## config.mk

```make
export PLATFORM = sky130hd
export DESIGN_NAME = adc_serial_reader
export DESIGN_NICKNAME = d
export VERILOG_FILES = /design/src/rtl/adc_rd_pkg.sv /design/src/rtl/adc_rd_sck_gen.sv /design/src/rtl/adc_rd_settle.sv /design/src/rtl/adc_rd_frame.sv /design/src/rtl/adc_serial_reader.sv
export SDC_FILE = /design/constraint.sdc
export NUM_CORES = 1
export LEC_CHECK = 0
export BUFFER_PORTS_ARGS = -buffer_cell sky130_fd_sc_hd__buf_2
export CAP_MARGIN = 20
export CORE_MARGIN = 1.5
export CORE_UTILIZATION = 50
export DETAILED_ROUTE_END_ITERATION = 10
export GPL_TIMING_DRIVEN = 1
export PLACE_DENSITY = 0.7
export SLEW_MARGIN = 20
export SYNTH_ARGS = -nofsm -noshare
export SYNTH_HDL_FRONTEND = slang
export SYNTH_SLANG_ARGS = --single-unit
```

## constraint.sdc

```tcl
create_clock -name clk_i -period 2.85 [get_ports clk_i]
set_input_delay 0.7125 -clock clk_i [delete_from_list [all_inputs] [get_ports clk_i]]
set_output_delay 0.7125 -clock clk_i [all_outputs]
set_load 0.1 [all_outputs]
```

## src/rtl/adc_rd_pkg.sv

```systemverilog
package adc_rd_pkg;
  localparam int WINDOW_EDGES = 16;
  localparam int MIN_FRAME    = 17;
  localparam int EDGE_W       = 5;
  typedef logic [EDGE_W-1:0]       edge_cnt_t;
  typedef logic [WINDOW_EDGES-1:0] window_t;
  localparam edge_cnt_t EDGE_IDLE = '1;
endpackage

```

## src/rtl/adc_rd_sck_gen.sv

```systemverilog
module adc_rd_sck_gen #(
  parameter int CLK_DIV = 2
) (
  input  logic clk_i,
  input  logic rst_ni,
  input  logic halt_i,
  output logic sck_o,
  output logic rise_o,
  output logic fall_o
);
  logic tick;
  logic sck_q;

  generate
    if (CLK_DIV == 1) begin : g_nodiv
      assign tick = !halt_i;
    end else begin : g_div
      localparam int DIV_W = $clog2(CLK_DIV);
      logic [DIV_W-1:0] div_q;
      assign tick = (div_q == DIV_W'(CLK_DIV-1)) && !halt_i;
      always_ff @(posedge clk_i or negedge rst_ni) begin
        if (!rst_ni)               div_q <= '0;
        else if (halt_i || tick)   div_q <= '0;
        else                       div_q <= div_q + 1'b1;
      end
    end
  endgenerate

  always_ff @(posedge clk_i or negedge rst_ni) begin
    if (!rst_ni)   sck_q <= 1'b0;
    else if (tick) sck_q <= !sck_q;
  end

  assign sck_o  = sck_q;
  assign rise_o = tick && !sck_q;
  assign fall_o = tick && sck_q;

  AST_SCK_HALT_STABLE: assert property (@(posedge clk_i) disable iff (!rst_ni)
    halt_i |=> $stable(sck_o));
  AST_SCK_RISE_TRACK: assert property (@(posedge clk_i) disable iff (!rst_ni)
    rise_o |=> sck_o);
endmodule

```

## src/rtl/adc_rd_settle.sv

```systemverilog
module adc_rd_settle #(
  parameter int SETTLE_EDGES = 1000
) (
  input  logic clk_i,
  input  logic rst_ni,
  input  logic wake_i,
  input  logic rise_i,
  output logic settled_o
);
  localparam int CNT_W = $clog2(SETTLE_EDGES + 1);
  localparam logic [CNT_W-1:0] LIMIT = CNT_W'(SETTLE_EDGES);

  logic [CNT_W-1:0] cnt_q;

  always_ff @(posedge clk_i or negedge rst_ni) begin
    if (!rst_ni)                      cnt_q <= '0;
    else if (wake_i)                  cnt_q <= '0;
    else if (rise_i && cnt_q != LIMIT) cnt_q <= cnt_q + 1'b1;
  end

  assign settled_o = (cnt_q == LIMIT);

  AST_SETTLE_RESTART: assert property (@(posedge clk_i) disable iff (!rst_ni)
    wake_i |=> !settled_o);
endmodule

```

## src/rtl/adc_rd_frame.sv

```systemverilog
module adc_rd_frame
  import adc_rd_pkg::*;
#(
  parameter int RES_BITS = 14
) (
  input  logic                clk_i,
  input  logic                rst_ni,
  input  logic                rise_i,
  input  logic                fall_i,
  input  logic                run_i,
  input  logic                hold_i,
  input  logic                full_rate_i,
  input  logic                sdo_i,
  input  logic                settled_i,
  output logic                conv_o,
  output logic                idle_o,
  output logic [RES_BITS-1:0] data_o,
  output logic                valid_o,
  output logic                data_ok_o
);
  edge_cnt_t edge_q;
  edge_cnt_t frame_len;
  window_t   shift_q;
  window_t   word;
  logic      start;
  logic      in_window;

  assign frame_len = full_rate_i ? edge_cnt_t'(MIN_FRAME + 1) : edge_cnt_t'(MIN_FRAME);
  assign idle_o    = (edge_q >= frame_len);
  assign start     = fall_i && idle_o && run_i && !hold_i;
  assign in_window = (edge_q < edge_cnt_t'(WINDOW_EDGES));
  assign word      = {shift_q[WINDOW_EDGES-2:0], sdo_i};

  always_ff @(posedge clk_i or negedge rst_ni) begin
    if (!rst_ni) begin
      conv_o    <= 1'b0;
      edge_q    <= EDGE_IDLE;
      shift_q   <= '0;
      data_o    <= '0;
      valid_o   <= 1'b0;
      data_ok_o <= 1'b0;
    end else begin
      valid_o <= 1'b0;
      if (fall_i) begin
        conv_o <= start;
        if (start) edge_q <= '0;
      end
      if (rise_i) begin
        if (edge_q != EDGE_IDLE) edge_q <= edge_q + 1'b1;
        if (in_window) shift_q <= word;
        if (edge_q == edge_cnt_t'(WINDOW_EDGES - 1)) begin
          valid_o   <= 1'b1;
          data_o    <= word[RES_BITS-1:0];
          data_ok_o <= settled_i;
        end
      end
    end
  end

  AST_VALID_PULSE: assert property (@(posedge clk_i) disable iff (!rst_ni)
    valid_o |=> !valid_o);
  AST_CONV_SPACING: assert property (@(posedge clk_i) disable iff (!rst_ni)
    $rose(conv_o) |-> $past(edge_q) >= edge_cnt_t'(MIN_FRAME));
  AST_CONV_ONE_PERIOD: assert property (@(posedge clk_i) disable iff (!rst_ni)
    (conv_o && fall_i) |=> !conv_o);
endmodule

```

## src/rtl/adc_serial_reader.sv

```systemverilog
module adc_serial_reader #(
  parameter int CLK_DIV      = 4,
  parameter int RES_BITS     = 14,
  parameter int SETTLE_EDGES = 1000
) (
  input  logic                clk_i,
  input  logic                rst_ni,
  input  logic                run_i,
  input  logic                sleep_i,
  input  logic                full_rate_i,
  input  logic                sdo_i,
  output logic                sck_o,
  output logic                conv_o,
  output logic [RES_BITS-1:0] data_o,
  output logic                valid_o,
  output logic                data_settled_o
);
  logic rise, fall, idle, settled;
  logic asleep_q, wake;

  assign wake = asleep_q && !sleep_i;

  always_ff @(posedge clk_i or negedge rst_ni) begin
    if (!rst_ni)                        asleep_q <= 1'b0;
    else if (wake)                      asleep_q <= 1'b0;
    else if (fall && sleep_i && idle)   asleep_q <= 1'b1;
  end

  adc_rd_sck_gen #(.CLK_DIV(CLK_DIV)) u_sck (
    .clk_i  (clk_i),
    .rst_ni (rst_ni),
    .halt_i (asleep_q),
    .sck_o  (sck_o),
    .rise_o (rise),
    .fall_o (fall)
  );

  adc_rd_settle #(.SETTLE_EDGES(SETTLE_EDGES)) u_settle (
    .clk_i     (clk_i),
    .rst_ni    (rst_ni),
    .wake_i    (wake),
    .rise_i    (rise),
    .settled_o (settled)
  );

  adc_rd_frame #(.RES_BITS(RES_BITS)) u_frame (
    .clk_i       (clk_i),
    .rst_ni      (rst_ni),
    .rise_i      (rise),
    .fall_i      (fall),
    .run_i       (run_i),
    .hold_i      (sleep_i),
    .full_rate_i (full_rate_i),
    .sdo_i       (sdo_i),
    .settled_i   (settled),
    .conv_o      (conv_o),
    .idle_o      (idle),
    .data_o      (data_o),
    .valid_o     (valid_o),
    .data_ok_o   (data_settled_o)
  );

  AST_CONV_ON_SCK_FALL: assert property (@(posedge clk_i) disable iff (!rst_ni)
    $rose(conv_o) |-> $fell(sck_o));
  AST_SLEEP_QUIET: assert property (@(posedge clk_i) disable iff (!rst_ni)
    asleep_q |-> (!sck_o && !conv_o));
endmodule

```

---- Word-level counts from Yosys, hierarchy flattened ----
Index checks and enable logic that the tools add are counted.
Widths: inputs -> output; s select.
operators by class
  mux-type cells .......................... 12
  equality and inequality tests ........... 5
  reduce and logical (&&, ||, !) cells .... 18
  order comparisons ....................... 2
  add/subtract/negate cells ............... 3
operator list
  operator               count
  $mux 10                2
  $mux 5                 4
  $add 10x1->10 const B  1
  $eq 10x10->1 const B   1
  $logic_and 1x1->1      10
  $ne 10x10->1 const B   1
  $add 5x1->5 const B    1
  $eq 5x4->1 const B     1
  $ge 5x5->1             1
  $lt 5x5->1 const B     1
  $ne 5x5->1 const B     1
  $mux 1                 4
  $mux 2                 2
  $reduce_and 2->1       2
  $reduce_bool 2->1      2
  $logic_not 1->1        3
  $add 2x1->2 const B    1
  $eq 2x2->1 const B     1
  $logic_or 1x1->1       1
storage, ports and cells
  word-level logic and storage cells ...... 50
  bits in registers ....................... 49
  output and inout port bits .............. 18
  input bits .............................. 6

---- Logic depth before layout (Yosys ltp) ----
  depth in word-level cells ............... 10
  depth in mapped cells ................... 8
  depth with buffers taken out ............ 7

---- By module ----
A second synthesis with hierarchy kept.
unflattened totals
  cells, all modules ...................... 183
  area, all modules ....................... 2,294.7 sq um
by module, submodules not included
  module             times used  seq. area each (sq um)  area an instance (sq um)  cells an instance
  adc_rd_frame       1           882.1                   1,488.9                   102
  adc_rd_settle      1           250.2                   619.3                     66
  adc_rd_sck_gen     1           75.1                    141.4                     11
  adc_serial_reader  1           25.0                    45.0                      4

---- Worst setup path before layout ----
No wires, ideal clock.
  path kind ............................... register to register
  start point ............................. register u_sck.sck_q (netlist: u_sck.sck_o)
  end point ............................... register u_frame.shift_q[10]
  arrival time ............................ 2.038 ns
  stages on the path, launching flop included .. 5
  clock period less this slack ............ 2.162 ns
  path slack .............................. 0.688 ns
  buffers on the path ..................... 1
  data required time ...................... 2.725 ns
  setup time .............................. 0.125 ns
  cells stage by stage .................... dfrtp_1 -> or3b_4 -> nor2_2 -> buf_4 -> mux2_2
on the way
  cells in the longest elaborated chain, start to end .. 3
RTL lines
  element                            line                  source
  from (decl)                        adc_rd_sck_gen.sv:12  logic sck_q;
  from (signal assigned)             adc_rd_sck_gen.sv:31  else if (tick) sck_q <= !sck_q;
  $logic_not 1->1                    adc_rd_sck_gen.sv:35  assign rise_o = tick && !sck_q;
  $logic_and 1x1->1                  adc_rd_sck_gen.sv:35
  $reduce_and 2->1 (no source line)  n/a
  to (signal assigned)               adc_rd_frame.sv:50    if (in_window) shift_q <= word;
  to (decl)                          adc_rd_frame.sv:23    window_t shift_q;
No other way between the ends.
A chain may end at the register's enable or synchronous reset.

---- Worst setup path after layout ----
  start point ............................. register u_sck.g_div.div_q[0]
  end point ............................... register u_frame.shift_q[5]
on the way
  cells in the longest elaborated chain, start to end .. 4
RTL lines
  element                            line                  source
  from (decl)                        adc_rd_sck_gen.sv:19  logic [DIV_W-1:0] div_q;
  from (signal assigned)             adc_rd_sck_gen.sv:24  else div_q <= div_q + 1'b1;
  $eq 2x2->1                         adc_rd_sck_gen.sv:20  assign tick = (div_q == DIV_W'(CLK_DIV-1)) && !halt_i;
  $logic_and 1x1->1                  adc_rd_sck_gen.sv:20
  $logic_and 1x1->1                  adc_rd_sck_gen.sv:35
  $reduce_and 2->1 (no source line)  n/a
No other way between the ends.

==> flow_metrics.py <==
metrics = {
    "global_route": {
        "use_met2": 0.2740,
        "grt_pass1_wl_mm": 6.051,
        "top_usage_layer": "met2",
        "grt_use_total": 0.1759,
        "grt_pass1_vias": 1345,
        "grt_util_met3": 0.04221,
        "met1_usage": 0.2323,
        "grt_overflow_total": 0,
        "grt_max_degree": 26,
        "antenna_found_initial": 0,
    },
    "clock_network": {
        "clock-sinks": 49,
        "ctsHtreeMaxLevel": 2,
        "clkTransAtPathRegs_ns": 0.09,
        "post_cts_buffers": 0,
        "cts-root-buf": "clkbuf_8",
        "ctsHoldBuffers": 0,
        "postCtsResizedCells": 0,
        "clk_path_buf_depth": 2,
        "numCtsBuffers": 5,
        "insertion_delay_ns": 0.30,
        "cts_tree": "yes",
    },
    "logic_synthesis": {
        "syn-num-nets": 217,
        "synth_cell_types": 37,
        "syn_inst": 203,
        "syn-cell-area_um2": 2172,
        "synth_edf_count": 0,
        "ys_warn_count": 0,
        "ys_seq_area_frac": 0.5674,
        "ys_async_sr_fraction": 1.000,
        "ys_seq_elements": 49,
        "synth.area.top_cells": "dfrtp_1 51%, nand2_1 9.7%, mux2_2 6.2%, dfstp_2 6.0%, ha_1 4.6%",
        "syn_area_per_cell_um2": 10.70,
        "synth_ff_type": "dfrtp_1",
        "synth_top_cell_area_share": 0.5069,
        "synth_top_area_cell": "dfrtp_1",
    },
    "route": {
        "first_iter_violations": 107,
        "vias_per_cell": 5.135,
        "vias": 1448,
        "wire_per_inst_um": 12.76,
        "totalWireLength_mm": 3.599,
        "drc_errors": 0,
        "ant_nets": 0,
        "firstDrtPassIters": 4,
    },
    "final_layout": {
        "layout.cells.non_filler": 282,
        "nets": 246,
        "final_cell_mix": "56 x nand2_1, 44 x dfrtp_1, 23 x buf_2",
        "drive_above_1_share": 0.2457,
        "final_common_cell": "nand2_1",
        "stdcell_area_um2": 2454,
        "num_antenna_cells": 0,
        "area_growth_pct": 12.96,
    },
    "worst_hold_path": {
        "hold_class": "primary input to async pin",
    },
    "placement": {
        "dpl_cell_area_um2": 2350,
        "portBuffers": 23,
        "dp_cells": 275,
        "gp_congestion": 0.7932,
        "hpwlAfterDp_mm": 2.588,
    },
    "die": {
        "die_h_um": 68.91,
        "ioPinCount": 24,
        "dieArea_um2": 4749,
        "die_w_um": 68.91,
        "core_area_um2": 4086,
        "rows": 23,
        "start_util": 0.5315,
    },
    "power": {
        "p_leak_nw": 1.263,
        "peakVddDrop_mv": 0.4560,
        "power_density_nw_per_um2": 970.4,
    },
    "timing": {
        "setup_viol": 0,
        "setup_tns_ns": 0,
        "final_max_slew_viol_count": 0,
        "finalHoldViolCount": 0,
        "period_minus_slack_ns": 2.161,
        "tightest_slew_ns": 0.6377,
        "rsz0062_at_grt": "false",
        "finClkSkew_ns": 0.008913,
        "period_share": 0.7583,
        "holdWs_ns": 0.3966,
        "max_clock_freq_ghz": 0.4627,
        "slew_headroom": 0.5744,
    },
    "setup_path": {
        "max_stage_delay_ns": 0.51,
        "start_kind": "flop",
        "r2r_cells": 4,
        "crit_fanout": 13,
        "path_cells": "ha_1 > or3b_4 > nor2_2 > mux2_2",
        "path_class": "flop to flop",
        "cp_num_buf_inv": 0,
        "endpoint_kind": "flop",
        "reg2reg_from": "u_sck.g_div.div_q[0]",
        "crit_family": "simple AND/OR/NAND/NOR gates",
        "r2r_end": "u_frame.shift_q[5]",
        "r2r_slack_ns": 0.69,
        "slowest_stage": "nor2_2",
        "cp.required_ns": 3.04,
        "crit_arrival_ns": 2.35,
    },
    "run_status": {
        "outcome": "completed",
    },
    "flow_run": {
        "cap_violations": 0,
    },
}
area by class of cell:
| cell class | instances | area [um^2] |
|---|---|---|
| sequential | 49 | 1232 |
| multi-input combinational | 142 | 883.3 |
| fill | 358 | 1633 |
| clock buffer | 5 | 68.82 |
| tap | 50 | 62.56 |
| inverter | 7 | 26.28 |
| timing repair buffer | 27 | 145.1 |
| clock inverter | 2 | 35.03 |
cell usage after synthesis (2+ instances only):
cell type  count
nand2_1       56
dfrtp_1       44
nor2_1        13
mux2_2        12
ha_1           8
inv_1          6
nand3_1        6
o21ai_0        6
xor2_1         6
dfstp_2        5
and3_1         3
buf_4          3
mux2_1         3
nand4_1        3
or3_1          3
a21oi_1        2
and4_1         2
clkbuf_1       2
nor3_1         2
power breakdown:
group | leakage [nW] | internal (mW) | switching, mW | total [mW]
clock | 0.0540 | 0.255 | 0.218 | 0.474
combinational | 0.582 | 0.290 | 0.519 | 0.809
sequential | 0.627 | 0.915 | 0.184 | 1.10
per-stage QoR:
stage | utilization | power (mW) | setup slack (ns)
floorplan | - | 1.751 | 0.6876
global placement | 0.5750 | 1.903 | 0.5606
detailed placement | 0.5750 | 1.927 | 0.4670
CTS | 0.6004 | 2.404 | 0.6938
global route | 0.6004 | 2.537 | 0.4247
finish | 0.6004 | 2.381 | 0.6888
cell families after synthesis:
logic type | share of synthesized area
fa+ha+maj | 0.04608
mux | 0.07776
simple gates | 0.2224
xor+xnor | 0.02823
flops | 0.5674
buf+inv | 0.02592
compound gates | 0.03226
metal layers:
layer	part of all wire	wire length (um)
met1	0.49	1752
met4	0.017	60
met5	0	0
met2	0.47	1674
met3	0.031	111
flip-flops by register name, indices dropped and copies added, names as in the netlist:
name	cells
u_frame.valid_o	1
u_frame.shift_q	13
asleep_q	1
u_frame.data_ok_o	1
u_frame.edge_q	5
u_settle.cnt_q	10
u_sck.sck_o	1
u_sck.g_div.div_q	2
u_frame.data_o	14
u_frame.conv_o	1
worst max-delay path by stage:
stage,start,endpoint,depth (start not counted)
after floorplan,u_sck.sck_o,u_frame.shift_q[10],4
final,u_sck.g_div.div_q[0],u_frame.shift_q[5],4
after global placement,full_rate_i,u_frame.conv_o,7
after CTS,u_sck.g_div.div_q[0],u_frame.shift_q[11],4
after detailed placement,full_rate_i,u_frame.conv_o,7
after global routing,u_frame.edge_q[0],u_frame.edge_q[1],6
No activity file was read; power rests on OpenSTA's default activity.
